`src/rtl/pk_pkg.sv`:
```
`timescale 1ns/1ps
// pk_pkg: shared widths and the opcode classes used by the packer.
// Assumes little-endian byte numbering within a 32-bit word.
package pk_pkg;
    localparam int WORD_W  = 32;
    localparam int LANES   = WORD_W / 8;
    localparam int LANE_IW = $clog2(LANES);

    typedef enum logic [2:0] {
        CLS_WIDE   = 3'd0,   // head byte pair plus one full extension word
        CLS_PAIR   = 3'd1,   // two kept bytes
        CLS_SINGLE = 3'd2,   // one kept byte
        CLS_STOP   = 3'd3,   // terminator, one zero byte
        CLS_BAD    = 3'd4    // unrecognised
    } op_cls_e;
endpackage

```
`src/rtl/pk_opdecode.sv`:
```
`timescale 1ns/1ps
// pk_opdecode: classifies an instruction's first byte.
// Purely combinational; assumes the byte is stable while it is examined.
module pk_opdecode
    import pk_pkg::*;
(
    input  logic [7:0] opcode,
    output op_cls_e    cls
);
    // map each known opcode value to its class
    always_comb begin
        unique case (opcode)
            8'hBC:                               cls = CLS_WIDE;
            8'h20, 8'h22, 8'h34, 8'h38, 8'h3C:   cls = CLS_PAIR;
            8'h04, 8'h08, 8'h13:                 cls = CLS_SINGLE;
            8'h00:                               cls = CLS_STOP;
            default:                             cls = CLS_BAD;
        endcase
    end
endmodule

```
`src/rtl/pk_lane_mux.sv`:
```
`timescale 1ns/1ps
// pk_lane_mux: selects one byte lane of a word.
// Lane k is bits [8k+7:8k]; the lane count comes from the package.
module pk_lane_mux
    import pk_pkg::*;
(
    input  logic [WORD_W-1:0]  word,
    input  logic [LANE_IW-1:0] sel,
    output logic [7:0]         lane_byte
);
    logic [7:0] lanes [LANES];

    for (genvar g = 0; g < LANES; g++) begin : g_lane
        assign lanes[g] = word[8*g +: 8];
    end

    // pick the addressed lane
    assign lane_byte = lanes[sel];
endmodule

```
`src/rtl/pk_sequencer.sv`:
```
`timescale 1ns/1ps
// pk_sequencer: walks the padded program word by word and counts kept bytes.
// Assumes rd_data reflects rd_addr in the same cycle; the class and the
// selected byte come from neighbouring combinational blocks.
module pk_sequencer
    import pk_pkg::*;
#(
    parameter int AW = 8,
    parameter int CW = 16
) (
    input  logic               clk,
    input  logic               rst_n,
    input  logic               start,
    input  logic [AW-1:0]      start_addr,
    input  op_cls_e            cls,
    input  logic [7:0]         opcode,
    input  logic               out_ready,
    output logic [AW-1:0]      rd_addr,
    output logic [LANE_IW-1:0] lane_sel,
    output logic               out_valid,
    output logic               busy,
    output logic               done,
    output logic [CW-1:0]      byte_count,
    output logic               error,
    output logic [7:0]         err_opcode,
    output logic [AW-1:0]      err_addr
);
    typedef enum logic [1:0] {S_IDLE, S_RUN, S_FAULT} seq_state_e;

    localparam logic [LANE_IW-1:0] LAST_FULL = LANE_IW'(LANES - 1);

    seq_state_e          state_q;
    logic [AW-1:0]       addr_q;
    logic [LANE_IW-1:0]  idx_q;
    logic                ext_q;
    logic [CW-1:0]       cnt_q;
    logic                done_q;
    logic                err_q;
    logic [7:0]          err_op_q;
    logic [AW-1:0]       err_addr_q;

    logic [LANE_IW-1:0]  last_idx;
    logic                bad_head;
    logic                fire;
    logic                word_end;

    // index of the last kept byte in the current word
    always_comb begin
        if (ext_q)
            last_idx = LAST_FULL;
        else if (cls == CLS_WIDE || cls == CLS_PAIR)
            last_idx = LANE_IW'(1);
        else
            last_idx = '0;
    end

    // handshake and fault qualifiers
    assign bad_head  = !ext_q && (cls == CLS_BAD);
    assign out_valid = (state_q == S_RUN) && !bad_head;
    assign fire      = out_valid && out_ready;
    assign word_end  = (idx_q == last_idx);

    // run control, address walk, byte counting and fault capture
    always_ff @(posedge clk) begin
        if (!rst_n) begin
            state_q    <= S_IDLE;
            addr_q     <= '0;
            idx_q      <= '0;
            ext_q      <= 1'b0;
            cnt_q      <= '0;
            done_q     <= 1'b0;
            err_q      <= 1'b0;
            err_op_q   <= '0;
            err_addr_q <= '0;
        end else begin
            done_q <= 1'b0;
            unique case (state_q)
                S_IDLE, S_FAULT: begin
                    if (start) begin
                        state_q <= S_RUN;
                        addr_q  <= start_addr;
                        idx_q   <= '0;
                        ext_q   <= 1'b0;
                        cnt_q   <= '0;
                        err_q   <= 1'b0;
                    end
                end
                S_RUN: begin
                    if (bad_head) begin
                        state_q    <= S_FAULT;
                        err_q      <= 1'b1;
                        err_op_q   <= opcode;
                        err_addr_q <= addr_q;
                    end else if (fire) begin
                        cnt_q <= cnt_q + 1'b1;
                        if (word_end) begin
                            idx_q <= '0;
                            if (!ext_q && cls == CLS_STOP) begin
                                state_q <= S_IDLE;
                                done_q  <= 1'b1;
                            end else begin
                                addr_q <= addr_q + 1'b1;
                                ext_q  <= !ext_q && (cls == CLS_WIDE);
                            end
                        end else begin
                            idx_q <= idx_q + 1'b1;
                        end
                    end
                end
                default: state_q <= S_IDLE;
            endcase
        end
    end

    assign rd_addr    = addr_q;
    assign lane_sel   = idx_q;
    assign busy       = (state_q == S_RUN);
    assign done       = done_q;
    assign byte_count = cnt_q;
    assign error      = err_q;
    assign err_opcode = err_op_q;
    assign err_addr   = err_addr_q;
endmodule

```
`src/rtl/dma_code_packer.sv`:
```
`timescale 1ns/1ps
// dma_code_packer: packs a word-slotted DMA program into a dense byte stream.
// Assumes an asynchronous word-read port (data valid in the cycle the address
// is presented) and a downstream sink that may apply backpressure at any time.
module dma_code_packer
    import pk_pkg::*;
#(
    parameter int AW = 8,
    parameter int CW = 16
) (
    input  logic              clk,
    input  logic              rst_n,
    input  logic              start,
    input  logic [AW-1:0]     start_addr,
    output logic [AW-1:0]     rd_addr,
    input  logic [WORD_W-1:0] rd_data,
    output logic              out_valid,
    input  logic              out_ready,
    output logic [7:0]        out_byte,
    output logic              busy,
    output logic              done,
    output logic [CW-1:0]     byte_count,
    output logic              error,
    output logic [7:0]        err_opcode,
    output logic [AW-1:0]     err_addr
);
    op_cls_e            cls;
    logic [LANE_IW-1:0] lane_sel;

    pk_opdecode u_dec (
        .opcode (rd_data[7:0]),
        .cls    (cls)
    );

    pk_lane_mux u_mux (
        .word      (rd_data),
        .sel       (lane_sel),
        .lane_byte (out_byte)
    );

    pk_sequencer #(.AW(AW), .CW(CW)) u_seq (
        .clk        (clk),
        .rst_n      (rst_n),
        .start      (start),
        .start_addr (start_addr),
        .cls        (cls),
        .opcode     (rd_data[7:0]),
        .out_ready  (out_ready),
        .rd_addr    (rd_addr),
        .lane_sel   (lane_sel),
        .out_valid  (out_valid),
        .busy       (busy),
        .done       (done),
        .byte_count (byte_count),
        .error      (error),
        .err_opcode (err_opcode),
        .err_addr   (err_addr)
    );
endmodule

```
`config.mk`:
```
export PLATFORM = sky130hd
export DESIGN_NAME = dma_code_packer
export DESIGN_NICKNAME = d
export VERILOG_FILES = /design/src/rtl/pk_pkg.sv /design/src/rtl/pk_opdecode.sv /design/src/rtl/pk_lane_mux.sv /design/src/rtl/pk_sequencer.sv /design/src/rtl/dma_code_packer.sv
export SDC_FILE = /design/constraint.sdc
export NUM_CORES = 1
export LEC_CHECK = 0
export BUFFER_PORTS_ARGS = -buffer_cell sky130_fd_sc_hd__buf_2
export CORE_MARGIN = 10
export CORE_UTILIZATION = 44
export DETAILED_ROUTE_END_ITERATION = 8
export PLACE_DENSITY = 0.77
export SLEW_MARGIN = 40
export SYNTH_ARGS = -nofsm -noshare
export SYNTH_HDL_FRONTEND = slang
export SYNTH_SLANG_ARGS = --single-unit
```
`constraint.sdc`:
```
create_clock -name clk -period 2.1 [get_ports clk]
set_input_delay 0.315 -clock clk [delete_from_list [all_inputs] [get_ports clk]]
set_output_delay 0.315 -clock clk [all_outputs]
set_load 0.02 [all_outputs]
```
Yosys cells after proc, flatten, opt, wreduce, memory -nomap -nowiden

Cells that the tools add are included.
W data, S select, Z words.

Bits in registers: 47
Bits of input ports: 44
Output and inout port bits: 52
Logic and storage cells: 99

Add/subtract/negate cells: 3
Magnitude comparators: 1
Eq/ne operators: 24
Muxes and demuxes: 36
Bitwise gates (word level): 5
Reduce and logical (&&, ||, !) cells: 21

Operator list:

| kind                    | number |
|---|---|
| $mux W8                 | 7 |
| $mux W16                | 3 |
| $eq A8 B6 Y1 const B    | 5 |
| $pmux W16 S2            | 1 |
| $mux W2                 | 10 |
| $add A16 B1 Y16 const B | 1 |
| $bmux W8 S2             | 1 |
| $pmux W8 S2             | 1 |
| $pmux W3 S4             | 1 |
| $reduce_or A5 Y1        | 2 |
| $ne A3 B1 Y1 const B    | 3 |
| $add A8 B1 Y8 const B   | 1 |
| $eq A8 B3 Y1 const B    | 1 |
| $eq A8 B4 Y1 const B    | 1 |
| $eq A8 B5 Y1 const B    | 1 |
| $eq A8 B8 Y1 const B    | 1 |
| $logic_not A8 Y1        | 1 |
| $mux W1                 | 8 |
| $pmux W2 S2             | 2 |
| $reduce_and A4 Y1       | 2 |
| $ne A2 B1 Y1 const B    | 3 |
| $ne A2 B2 Y1 const B    | 3 |
| $reduce_and A6 Y1       | 1 |
| $logic_and A1 B1 Y1     | 5 |
| other kinds (20)        | 25 |

Longest topological paths before layout

Gate-level depths: netlist (run 1).

Depth in word-level cells: 12
Gate-level depth with buffers: 8

Cells and area by module

From an unflattened synthesis (run 1), not the netlist that was laid out.

Cell total of the unflattened synthesis: 298
Area, all modules: 2524.9 µm²

By module, submodules not included:

| module       | times used | cells each | area an instance (µm²) | sequential area each (µm²) |
|---|---|---|---|---|
| pk_sequencer | 1          | 272        | 2222.1                 | 940.9 |
| pk_lane_mux  | 1          | 10         | 196.4                  | 0.0 |
| pk_opdecode  | 1          | 16         | 106.4                  | 0.0 |

Least setup slack after synthesis (run 1)

No wires, ideal clock.

Path type: input port to flip-flop
Start point: input port rd_data[1]
End point: register u_seq.addr_q[2], in the netlist u_seq.rd_addr[2]
Library setup time: 0.117 ns
Data arrival time: 2.021 ns
Required time: 1.983 ns
Setup slack: -0.039 ns
Cell stages on the path: 7
Path through: nand3b_1 -> or3_4 -> o21ai_1 -> mux2i_1 -> o211a_4 -> mux2_4 -> a32o_1

Word-level cells in the longest chain between the ends: 10
Elaborated cells between the ends (all ways): 31
Those cells by class: eq/ne (17); mux (3); reduce/logical (11)

Ends and longest elaborated chain:

| element                                                   | RTL line                               | text |
|---|---|---|
| from (decl)                                               | dma_code_packer.sv:16                  | `input logic [WORD_W-1:0] rd_data,` |
| $eq A8 B6 Y1 (tied with other cells)                      | pk_opdecode.sv:12                      | `unique case (opcode)` |
| $reduce_or A5 Y1 or $reduce_or A3 Y1 (tied branches)      | pk_opdecode.sv:12                      |  |
| $pmux W3 S4 (*)                                           | pk_opdecode.sv:12                      |  |
| $eq A3 B1 Y1 (tied with other cells)                      | pk_sequencer.sv:51                     | `else if (cls == CLS_WIDE \|\| cls == CLS_PAIR)` |
| $logic_or A1 B1 Y1 or $logic_and A1 B1 Y1 (tied branches) | pk_sequencer.sv:51, pk_sequencer.sv:58 |  |
| $mux W1 or $logic_not A1 Y1 (tied branches)               | pk_sequencer.sv:51, pk_sequencer.sv:59 |  |
| $mux W2 or $logic_and A1 B1 Y1 (tied branches)            | pk_sequencer.sv:49, pk_sequencer.sv:59 |  |
| $eq A2 B2 Y1 or $logic_and A1 B1 Y1 (tied branches)       | pk_sequencer.sv:61, pk_sequencer.sv:60 |  |
| $ne A2 B1 Y1 (no line)                                    | n/a                                    |  |
| $reduce_and A6 Y1 (no line) (*)                           | n/a                                    |  |
| to (signal assigned)                                      | pk_sequencer.sv:81                     | `addr_q <= start_addr;` |
| to (signal assigned)                                      | pk_sequencer.sv:102                    | `addr_q <= addr_q + 1'b1;` |
| to (decl)                                                 | pk_sequencer.sv:33                     | `logic [AW-1:0] addr_q;` |

Mark *: on every way between the ends. The rest lies on a longest branch, timed or not.
A chain may end at the register's enable or synchronous reset.

Worst setup path after layout (run 1)

Start point: input port rd_data[3]
End point: output port out_valid

Word-level cells in the longest chain between the ends: 7
Elaborated cells between the ends (all ways): 17
Those cells by class: eq/ne (10); mux (1); reduce/logical (6)

Ends and longest elaborated chain:

| element                                              | RTL line              | text |
|---|---|---|
| $eq A8 B6 Y1 (tied with other cells)                 | pk_opdecode.sv:12     |  |
| $reduce_or A5 Y1 or $reduce_or A3 Y1 (tied branches) | pk_opdecode.sv:12     |  |
| $pmux W3 S4 (*)                                      | pk_opdecode.sv:12     |  |
| $eq A3 B3 Y1 (*)                                     | pk_sequencer.sv:58    | `assign bad_head = !ext_q && (cls == CLS_BAD);` |
| $logic_and A1 B1 Y1 (*)                              | pk_sequencer.sv:58    |  |
| $logic_not A1 Y1 (*)                                 | pk_sequencer.sv:59    | `assign out_valid = (state_q == S_RUN) && !bad_head;` |
| $logic_and A1 B1 Y1 (*)                              | pk_sequencer.sv:59    |  |
| to (decl)                                            | dma_code_packer.sv:17 | `output logic out_valid,` |

Marks and branches as above.

==> impl_metrics.tcl, run 1 <==
set metrics [dict create \
    clk_latency_ps 300 \
    syn_inst 260 \
    yosys.area.top_type_share 0.378 \
    cp-end-kind "output port" \
    wl_mm 7.04 \
    synth_mux_area_frac 0.159 \
    run_status "finished, final reports clean" \
    min_to "u_seq.done" \
    min_from "rst_n" \
    min_period_ps 2070 \
    first_global_vias 2441 \
    dieArea_um2 9060 \
    overflow 0 \
    drv_slew 0 \
    via_per_inst 5.25 \
    async_flop_share 0 \
    synth_area_leaders "dfxtp_1 (38%), mux2i_1 (8.0%), mux4_2 (7.2%), nor2_1 (6.8%), xnor2_1 (4.6%)" \
    grt_pass1_wl_mm 11.5 \
    tritoncts "yes" \
    synth-edff-count 0 \
    powerDensity_nw_per_um2 557 \
    synth-xor-area-share 0.0493 \
    synth_top_family_by_area "simple AND/OR/NAND/NOR gates" \
    numCtsBuffers 5 \
    port_buffers 95 \
    final_common_cell "buf_2" \
    cts_max_path_buffers 2 \
    cts_max_level 2 \
    nFillCells 483 \
    synth_cell_types 50 \
    critPathMaxFanout 4 \
    r2r_slack_ps 100 \
    worst_pin_slew_ps 501 \
    cts_setup_buffers 0 \
    hold_viol 0 \
    power.total_w 0.00189 \
    clock.fmax_mhz 484 \
    final_cell_mix "buf_2 (94), dfxtp_1 (46), nor2_1 (45), buf_4 (28), nand2_1 (22)" \
    wl_per_cell_um 15.5 \
    drt_pass1_iterations 4 \
    vdd_drop_max_mv 0.430 \
    antenna_left 0 \
    timing.rr.start "u_seq.ext_q" \
    ys_seq_elements 47 \
    fin_util 0.617 \
    grt_max_degree 21 \
    place_area_um2 3260 \
    drive_gt1_frac 0.437 \
    hold_path.class "in2reg" \
    initial_utilization 0.452 \
    gp_congestion 0.866 \
    r2r-end "u_seq.rd_addr[2]" \
    grt_setup_unrepaired "yes" \
    synth-compound-area-share 0.117 \
    syn-cell-area_um2 2490 \
    seq_area_frac_synth 0.378 \
    setup.worst_path.class "in2out" \
    setup_viol_count_final 0 \
    place_hpwl_mm 5.54 \
    arrival_ps 1750 \
    post-route-period-util 0.985 \
    antenna_found_initial 0 \
    syn_nets 306 \
    synth_simple_gate_area_share 0.245 \
    io-pin-count 96 \
    drt_iter0_drc 105 \
    drcViolationCount 0 \
    finClkSkew_ps 8.42 \
    synth_fa_ha_area_frac 0.0141 \
    ys.flop_type "dfxtp_1" \
    clockRootBuffer "clkbuf_8" \
    stdcell_area_um2 3400 \
    grtUsageTotal 0.155 \
    cts_num_sinks 47 \
    fp.dieW_um 95.2 \
    crit_required_ps 1780 \
    critPathLaunch "rd_data[3]" \
    finalNetCount 427 \
    core_area_um2 5510 \
    area_delta_synth_final_pct 36.5 \
    diodes 0 \
    start_kind "primary input" \
    maxCapViolations 0 \
    ys_warn_count 0 \
    via_count 2385 \
    fin_cells 454 \
    rr_worst_depth 7 \
    holdBufCountCts 0 \
    die_h_um 95.2 \
    place_inst 446 \
    yosysTopAreaCell "dfxtp_1" \
    path_clk_slew_ps 90 \
    whs_path_depth 3 \
    p_leak_nw 1.44 \
    relSlewSlack 0.665 \
    synth.avg_cell_area_um2 9.57 \
    finalSetupTns_ps 0 \
    num_rows 27 \
]
-- flip-flops by register name (all words and copies together), names as in the netlist --
signal	flops
u_seq.error	1
u_seq.err_addr	8
u_seq.state_q	2
u_seq.done	1
u_seq.byte_count	16
u_seq.rd_addr	8
u_seq.ext_q	1
u_seq.err_opcode	8
u_seq.lane_sel	2
-- metrics by stage --
step           setup slack, ps  hold slack (ps)
3_3_place_gp              -150              468
5_1_grt                  -27.3              274
3_5_place_dp              -264              476
2_1_floorplan            0.694              429
6_report                  32.1              278
4_1_cts                   31.6              263
-- report_power, final --
| group | switching [W] | total (W) | internal (W) |
|---|---|---|---|
| logic | 0.000198 | 0.000361 | 0.000163 |
| clock network | 0.000309 | 0.000578 | 0.000269 |
| registers | 0.0000307 | 0.000951 | 0.000921 |
-- final cells by class --
cell class	instances	area, um2	share of cell area
multi-input cells	193	1490	0.439
flip-flops and latches	47	942	0.277
repair buffers	125	741	0.218
well taps	72	90.1	0.0265
clock buffers	6	82.6	0.0243
inverters	9	33.8	0.00995
clock inverters	2	16.3	0.00479
-- cell families (layout without fill, tap and decap cells) --
| group | Yosys count | in the layout |
|---|---|---|
| AND/OR/NAND/NOR | 114 | 114 |
| flip-flops | 47 | 47 |
| AO/OA/AOI/OAI | 33 | 33 |
| multiplexers | 29 | 29 |
| buffers and inverters | 20 | 142 |
| XOR/XNOR | 14 | 14 |
| adder cells (fa/ha/maj) | 3 | 3 |
-- synthesized netlist by cell type (all sizes together), types with 6 or more instances --
library cell,instances
nor2,46
inv,8
nand2,22
xnor2,13
nand3,9
mux4,8
mux2i,20
buf,6
a21oi,8
nor3,7
dfxtp,47
-- worst max path at each step --
stage / end / slack, ps
after floorplan: u_seq.rd_addr[2] / 0.7
after global placement: u_seq.rd_addr[2] / -150
after detailed placement: u_seq.rd_addr[2] / -260
after CTS: u_seq.rd_addr[2] / 30
after global routing: out_valid / -30
final: out_valid / 30
-- per-layer routing --
layer / part of all wire / GRT usage
met1: 0.41 / 0.184
met2: 0.50 / 0.264
met3: 0.083 / 0.0495
met4: 0.011 / 0.0374
met5: 0 / 0
-- worst max-delay path, stage by stage --
cell,delay (ps)
buf_2,130
a2111oi_2,370
a21oi_1,170
o221ai_4,280
buf_4,160
and2_1,170
buf_4,160
-- timing repair --
item	4_1_cts	5_1_grt
gates resized for setup	1	6
pin swaps	0	1
endpoints found under the setup margin	1	12
endpoints found under the hold margin	0	0
No activity file was read; power rests on OpenSTA's default activity.
==> run 2, diff against run 1 <==
SKIP_CTS_REPAIR_TIMING = 1   (was default)
SYNTH_HIERARCHICAL = 1   (was default)
==> run 2 against run 1 <==
Against the previous run:
- the flow now finishes with violations (negative setup slack)
- fmax down 16%
- die area up 1.1%
- synthesized cell count up 15%
- largest cell class unchanged
- power up 0.98%
- clock power down 4.2%
- critical path type is now in2reg
- setup slack worse by 400 ps
==> impl_metrics.tcl, run 2 <==
set metrics [dict create \
    core_area_um2 5540 \
    setup_viol_count_final 26 \
    place_hpwl_mm 5.93 \
    busiest_layer "met2" \
    tritoncts "yes" \
    synth_area_leaders "dfxtp_1 (37%), nand2_1 (8.8%), mux4_2 (7.1%), a21oi_1 (4.4%), nand3_1 (3.2%)" \
    setup.worst_path.class "in2reg" \
    nFillCells 482 \
    io-pin-count 96 \
    die_h_um 95.8 \
    min_period_ps 2460 \
    multiInputGateArea_um2 1680 \
    dieArea_um2 9170 \
    numCtsBuffers 5 \
    port_buffers 95 \
    antenna_found_initial 0 \
    powerDensity_nw_per_um2 520 \
    synth_mux_area_frac 0.0798 \
    via_per_inst 5.57 \
    power.total_w 0.00191 \
    grtUsageTotal 0.164 \
    post-route-period-util 1.17 \
    grt_pass1_wl_mm 12.2 \
    hold_viol 0 \
    cp-end-kind "flop" \
    diodes 0 \
    relSlewSlack 0.673 \
    syn_inst 298 \
    swShare 0.301 \
    fin_ws_ps -363 \
    met3_usage 0.0763 \
    worst_pin_slew_ps 489 \
    hold_path.class "in2reg" \
    drt_iter0_drc 176 \
    syn-cell-area_um2 2520 \
    drcViolationCount 0 \
    vdd_drop_max_mv 0.509 \
    final_common_cell "buf_2" \
    finalNetCount 469 \
    grt_max_degree 19 \
    wl_mm 8.32 \
    cts_max_path_buffers 2 \
    synth_fa_ha_area_frac 0.00991 \
    hold_slack_ps 319 \
    area_delta_synth_final_pct 45.4 \
    gp_congestion 0.857 \
    p_int_w 0.00133 \
    seq_area_frac_synth 0.373 \
    num_rows 27 \
    yosysMostFrequentCell "nand2_1" \
    ys.flop_type "dfxtp_1" \
    finClkSkew_ps 9.68 \
    ys_warn_count 6 \
    drt_pass1_iterations 4 \
    drv_slew 0 \
    synth_cell_types 53 \
    synth_top_family_by_area "simple AND/OR/NAND/NOR gates" \
    ff_latch_area_um2 941 \
    ys_seq_elements 47 \
    initial_utilization 0.456 \
    start_kind "primary input" \
    synth_simple_gate_area_share 0.271 \
    clock.fmax_mhz 406 \
    final_cell_mix "buf_2 (92), nand2_1 (58), dfxtp_1 (47), buf_4 (28)" \
    place_area_um2 3300 \
    grt_setup_unrepaired "yes" \
    cts_num_sinks 47 \
    synthTopCellsByCount "nand2_1 (59), dfxtp_1 (47), a21oi_1 (22)" \
    yosysTopAreaCell "dfxtp_1" \
    async_flop_share 0 \
    first_global_vias 2657 \
    synth.avg_cell_area_um2 8.47 \
    fin_util 0.663 \
    maxCapViolations 0 \
    seq_power_share 0.499 \
    synth-xor-area-share 0.0347 \
    synth-compound-area-share 0.191 \
    cts_max_level 2 \
    grt.met1_usage 0.187 \
    clockRootBuffer "clkbuf_8" \
    synth-edff-count 0 \
    antenna_left 0 \
    grt_util_met2 0.275 \
    clk_latency_ps 310 \
    overflow 0 \
    largest_register_ffs 16 \
    p_clk_frac 0.290 \
    pwr-share-comb 0.211 \
    path_clk_slew_ps 90 \
    p_sw_w 0.000575 \
    wl_per_cell_um 16.8 \
    via_count 2763 \
    crit_required_ps 2310 \
    fp.dieW_um 95.8 \
    yosys.area.top_type_share 0.373 \
    p_leak_nw 1.53 \
    arrival_ps 2670 \
    run_status "finished with violations" \
    drive_gt1_frac 0.439 \
    syn_nets 344 \
    stdcell_area_um2 3670 \
    violations "negative setup slack" \
    critPathMaxFanout 5 \
]
[run 2: cells by family (layout without fill, tap and decap cells)]
family          Yosys count  count (layout)
flops                    47              47
buf+inv                  21             147
mux                      10              10
fa+ha+maj                 2               2
xor+xnor                 10              10
compound gates           68              68
simple gates            140             140
[run 2: routing by layer]
| layer | vias to the layer above | routed length (um) |
|---|---|---|
| met5 | - | 0 |
| met1 | 1335 | 3270 |
| met4 | 0 | 121 |
| met2 | 89 | 4110 |
| li1 | 1329 | - |
| met3 | 10 | 825 |
[run 2: worst paths after layout]
check	start	end	slack (ps)	depth (start not counted)
max	rd_data[2]	u_seq/rd_addr[5]	-360	13
min	rd_data[6]	u_seq/err_opcode[6]	320	3
max reg2reg	u_seq/byte_count[3]	u_seq/byte_count[15]	20	5
min reg2reg	u_seq/err_addr[3]	u_seq/err_addr[3]	460	2
[run 2: stage by stage]
step	cells	setup TNS (ps)	worst slack (ps)
floorplan	298	-5490	-333
detailed placement	478	-16150	-615
global route	496	-6220	-416
global placement	478	-13880	-511
CTS	486	-4580	-309
finish	496	-4900	-363
[run 2: power by group through the flow]
| stage | clock network [W] | logic, W | registers, W |
|---|---|---|---|
| 6_report | 0.000554 | 0.000403 | 0.000952 |
| 5_1_grt | 0.000611 | 0.000435 | 0.000956 |
| 4_1_cts | 0.000569 | 0.000350 | 0.000951 |
| 3_5_place_dp | 0 | 0.000350 | 0.000971 |
| 3_3_place_gp | 0 | 0.000341 | 0.000970 |
| 2_1_floorplan | 0 | 0.000163 | 0.000997 |
[run 2: worst max-delay path, stage by stage]
cell      delay [ps]
buf_8            110
buf_6            110
or3_4            370
a21oi_2          170
a21oi_2           60
nor4_4           380
nor2b_2           80
o211ai_1         190
buf_4            170
a31oi_4          120
buf_6            160
or2_0            210
a31o_1           210
[run 2: area by class of cell]
cell class / instances / area share
Inverter: 4 / 0.00409
Timing Repair Buffer: 135 / 0.233
Multi-Input combinational cell: 230 / 0.458
Clock inverter: 3 / 0.00511
Sequential cell: 47 / 0.256
Clock buffer: 5 / 0.0187
Tap cell: 72 / 0.0245
